===== config.mk =====
export PLATFORM = sky130hd
export DESIGN_NAME = ide_pair_adapter
export DESIGN_NICKNAME = d
export VERILOG_FILES = /design/src/rtl/ide_pair_adapter.sv
export SDC_FILE = /design/constraint.sdc
export NUM_CORES = 1
export LEC_CHECK = 0
export BUFFER_PORTS_ARGS = -buffer_cell sky130_fd_sc_hd__clkbuf_2
export CORE_AREA = 2 2 90 92
export CTS_BUF_LIST = sky130_fd_sc_hd__clkbuf_4 sky130_fd_sc_hd__clkbuf_8
export DETAILED_ROUTE_END_ITERATION = 6
export DIE_AREA = 0 0 92 94
export GPL_TIMING_DRIVEN = 0
export PLACE_DENSITY = 0.58
export SLEW_MARGIN = 15
export SYNTH_ARGS = -nofsm -noshare
export SYNTH_HDL_FRONTEND = slang
export SYNTH_SLANG_ARGS = --single-unit

===== constraint.sdc =====
create_clock -name clk -period 2.1 [get_ports clk]
set_input_delay 0.21 -clock clk [delete_from_list [all_inputs] [get_ports clk]]
set_output_delay 0.21 -clock clk [all_outputs]
set_load 0.005 [all_outputs]

===== src/rtl/ide_pair_adapter.sv =====
module ide_pair_adapter #(
  parameter int DW = 16,
  parameter int AW = 3
) (
  input  logic              clk,
  input  logic              rst_n,
  input  logic              host_cs0_rd,
  input  logic              host_cs0_wr,
  input  logic              host_cs1_rd,
  input  logic              host_cs1_wr,
  input  logic [AW-1:0]     host_word_off,
  input  logic [DW-1:0]     host_mask,
  input  logic [DW-1:0]     host_wdata,
  output logic [DW-1:0]     host_rdata,
  input  logic              host_dma_rd,
  input  logic              host_dma_wr,
  input  logic [DW-1:0]     host_dma_wdata,
  output logic [DW-1:0]     host_dma_rdata,
  input  logic              host_dmack,
  output logic              host_irq,
  output logic              host_dmarq,
  input  logic [1:0]        dev_present,
  output logic [1:0]        dev_cs0_rd,
  output logic [1:0]        dev_cs0_wr,
  output logic [1:0]        dev_cs1_rd,
  output logic [1:0]        dev_cs1_wr,
  output logic [AW:0]       dev_reg_off,
  output logic [DW-1:0]     dev_mask,
  output logic [DW-1:0]     dev_wdata,
  input  logic [2*DW-1:0]   dev_rdata,
  output logic [1:0]        dev_dma_rd,
  output logic [1:0]        dev_dma_wr,
  output logic [DW-1:0]     dev_dma_wdata,
  input  logic [2*DW-1:0]   dev_dma_rdata,
  output logic [1:0]        dev_dmack,
  input  logic [1:0]        dev_irq,
  input  logic [1:0]        dev_dmarq,
  output logic [1:0]        dev_csel,
  output logic [1:0]        dev_dasp
);
  localparam int NP = 2;
  localparam int HW = DW / 2;
  localparam logic [DW-1:0] FULL_LANES = {DW{1'b1}};
  localparam logic [DW-1:0] HI_LANE = {{HW{1'b1}}, {HW{1'b0}}};
  localparam logic [DW-1:0] LO_LANE = {{HW{1'b0}}, {HW{1'b1}}};

  logic          win0_act, alias_hit, hi_only;
  logic [AW-1:0] eff_off;
  logic [DW-1:0] rd_acc  [NP+1];
  logic [DW-1:0] dma_acc [NP+1];

  assign win0_act  = host_cs0_rd | host_cs0_wr;
  assign alias_hit = win0_act && (host_mask == FULL_LANES) && (host_word_off == AW'(1));
  assign hi_only   = (host_mask == HI_LANE);
  assign eff_off   = alias_hit ? '0 : host_word_off;

  assign dev_reg_off   = {eff_off, hi_only};
  assign dev_mask      = hi_only ? LO_LANE : host_mask;
  assign dev_wdata     = hi_only ? (host_wdata >> HW) : host_wdata;
  assign dev_dma_wdata = host_dma_wdata;

  assign rd_acc[0]  = dev_mask;
  assign dma_acc[0] = FULL_LANES;

  for (genvar p = 0; p < NP; p++) begin : g_port
    assign rd_acc[p+1]  = dev_present[p] ? (rd_acc[p] & dev_rdata[p*DW +: DW]) : rd_acc[p];
    assign dma_acc[p+1] = dev_present[p] ? (dma_acc[p] & dev_dma_rdata[p*DW +: DW]) : dma_acc[p];
    assign dev_cs0_rd[p] = host_cs0_rd & dev_present[p];
    assign dev_cs0_wr[p] = host_cs0_wr & dev_present[p];
    assign dev_cs1_rd[p] = host_cs1_rd & dev_present[p];
    assign dev_cs1_wr[p] = host_cs1_wr & dev_present[p];
    assign dev_dma_rd[p] = host_dma_rd & dev_present[p];
    assign dev_dma_wr[p] = host_dma_wr & dev_present[p];
    assign dev_dmack[p]  = host_dmack & dev_present[p];
    assign dev_csel[p]   = 1'(p);
    assign dev_dasp[p]   = dev_present[1];
  end

  assign host_rdata     = hi_only ? (rd_acc[NP] << HW) : rd_acc[NP];
  assign host_dma_rdata = dma_acc[NP];

  always_ff @(posedge clk) begin
    if (!rst_n) begin
      host_irq   <= 1'b0;
      host_dmarq <= 1'b0;
    end else begin
      host_irq   <= |dev_irq;
      host_dmarq <= |dev_dmarq;
    end
  end


  irq_follow_chk: assert property (@(posedge clk) disable iff (!rst_n)
    (|dev_irq) |=> host_irq);

  dmarq_follow_chk: assert property (@(posedge clk) disable iff (!rst_n)
    (dev_dmarq == 2'b00) |=> !host_dmarq);

  hi_lane_read_chk: assert property (@(posedge clk) disable iff (!rst_n)
    (host_mask == HI_LANE) |-> (host_rdata[HW-1:0] == '0 && dev_reg_off[0]));

  rdata_in_mask_chk: assert property (@(posedge clk) disable iff (!rst_n)
    (host_mask != HI_LANE) |-> ((host_rdata & ~host_mask) == '0));

  wr_origin_chk: assert property (@(posedge clk) disable iff (!rst_n)
    (|dev_cs0_wr || |dev_cs1_wr) |-> (host_cs0_wr || host_cs1_wr));

  alias_chk: assert property (@(posedge clk) disable iff (!rst_n)
    (host_cs0_rd && host_mask == FULL_LANES && host_word_off == AW'(1)) |-> (dev_reg_off == '0));
endmodule


==> out/metrics.yaml <==
hold_class: "in -> reg"
setup_viol: 0
hold_viol: 0
grt_pass1_wl_mm: 8.98
synthTopCellsByArea: "buf_4 15%, o22a_1 13%, nor2b_1 9.1%, mux2_2 8.2%, and2_1 7.9%"
synth_top_area_frac: 0.150
ys_seq_elements: 2
fin_crit_ns: 2.05
cts.sinks: 2
arrival_ns: 1.84
worstSetupPathType: "in -> out"
vdd_drop_max_uv: 147
synthCells: 154
initial_core_util: 0.145
max-cap-violations: 0
power_density_nw_per_um2: 249
final_cell_area_um2: 2440
grtUsageTotal: 0.132
ant_nets: 0
dp.final_hpwl_mm: 5.78
ys.flop_type: "dfxtp_1"
routed_via_density: 4.16
ys_seq_area_frac: 0.0363
drtIter0Drc: 12
dpl_cell_area_um2: 2310
ios: 234
max_slew.worst_pin.slew_ns: 0.576
rows: 32
cts_max_level: 1
first_pass_iters: 4
cts_root_buffer: "clkbuf_8"
period_share: 0.975
slew_headroom: 0.616
p_int_mw: 0.401
synth_area_per_cell_um2: 7.17
drt-total-wl_mm: 6.54
area_delta_synth_final_pct: 121
yosysWarnings: 0
syn-num-nets: 284
cp_data_required_time_ns: 1.89
nets: 510
grt_pass1_vias: 1848
switchingPower_mw: 0.206
cts_made_buffers: 3
status: "finished, final reports clean"
place.port_buffers: 215
diodes: 0
antenna_found_initial: 0
finalMaxSlewViolations: 0
cts_tree: "built"
p_seq_frac: 0.069
total_leakage_power_nw: 1.45
coreArea_um2: 7610
yosysMostFrequentCell: "buf_4"
grt_max_degree: 11
cts_buffer_depth: 2
via_count: 1997
grt_overflow_total: 0
die_area_um2: 8650
synth_top_cell_by_area: "buf_4"
rsz0062_at_grt: "yes"
synth_edf_count: 0
synth_cell_types: 25
wire_per_inst_um: 13.6
gp_congestion: 0.746
async_reset_ff_frac: 0
clk_pin_slew_ns: 0.03
drive_gt1_frac: 0.709
swShare: 0.339
synthTopCellsByCount: "22 x buf_4, 16 x nor2b_1, 16 x o22a_1"
pwr-share-comb: 0.688
fin_cells: 480
ctsHoldBuffers: 0
die_h_um: 94
drc: 0
startpoint_type: "primary input"
cp_max_fo: 5
clockPowerShare: 0.244
die_w_um: 92
cp-end-kind: "output pin"
netlist_area_um2: 1100
fmax_mhz: 488
post-place-cells: 471
==> worst max-delay path, cell delays in order <==
cell and delay, ns:
clkbuf_2 0.11, or4_4 0.55, nor4_4 0.23, buf_6 0.17, clkbuf_16 0.14, mux2_2 0.32
clkbuf_2 0.11
==> layout by cell type, fill, tap and decap left out, types with 6 or more instances in the layout <==
master    count
and2_1       14
buf_4        25
clkbuf_1      8
clkbuf_2    215
inv_1        11
mux2_2        6
mux2i_1       8
nor2_1        9
nor2b_1      16
o221ai_1      8
o22a_1       16
o22ai_1       8
or2_2         8
==> cell type report <==
cell class,count,area (µm²)
multi-input combinational,108,817
timing repair buffer,221,1150
buffer,33,224
fill,835,5170
tap,102,128
inverter,11,41.3
sequential,2,40.0
clock buffer,3,41.3
==> power by group through the flow <==
stage | clock network (mW) | logic, mW | registers (mW)
floorplan | 0 | 0.161 | 0.0424
global placement | 0 | 0.417 | 0.0421
detailed placement | 0 | 0.420 | 0.0421
CTS | 0.152 | 0.423 | 0.0416
global route | 0.154 | 0.459 | 0.0416
finish | 0.148 | 0.417 | 0.0416
==> final timing paths <==
path,startpoint,to,slack (ns),cells after the start
worst max-delay path,host_mask[7],dev_wdata[4],0.05,7
worst min-delay path,dev_dmarq[0],host_dmarq,0.20,2
==> per-layer routing <==
metal,wire length [µm],up-vias,GRT usage,part of all wire
li1,-,979,-,-
met1,2240,880,0.133,0.34
met2,3630,138,0.287,0.56
met3,667,0,0.0241,0.10
met4,0,0,0.00746,0
met5,0,-,0,0
==> logic make-up after synthesis <==
group / Yosys count / synth area share
buffers and inverters: 44 / 0.234
DFF: 2 / 0.0363
muxes: 16 / 0.154
AOI/OAI and AO/OA: 36 / 0.264
other: 2 / 0.00681
and+or+nand+nor: 54 / 0.305
==> metrics by stage <==
| stage | power [mW] | setup slack [ns] | hold slack, ns | util | TNS (ns) |
|---|---|---|---|---|---|
| 2_1_floorplan | 0.203 | 0.320 | 0.320 | - | 0 |
| 3_3_place_gp | 0.459 | -0.113 | 0.414 | 0.303 | -1.14 |
| 3_5_place_dp | 0.462 | -0.101 | 0.413 | 0.303 | -1.17 |
| 4_1_cts | 0.616 | 0.0307 | 0.202 | 0.311 | 0 |
| 5_1_grt | 0.655 | -0.00466 | 0.205 | 0.321 | -0.0140 |
| 6_report | 0.606 | 0.0529 | 0.203 | 0.321 | 0 |
==> repair_timing <==
action | CTS | global route
buffers inserted | 2 | 3
gates resized for setup | 1 | 7
pin swaps | 1 | 2
setup endpoints to repair | 15 | 16
cloned | 0 | 1
==> flip-flops by register name (all words and copies together), names as in the netlist <==
name,count
host_dmarq,1
host_irq,1
Power figures use the tool's default switching activity.
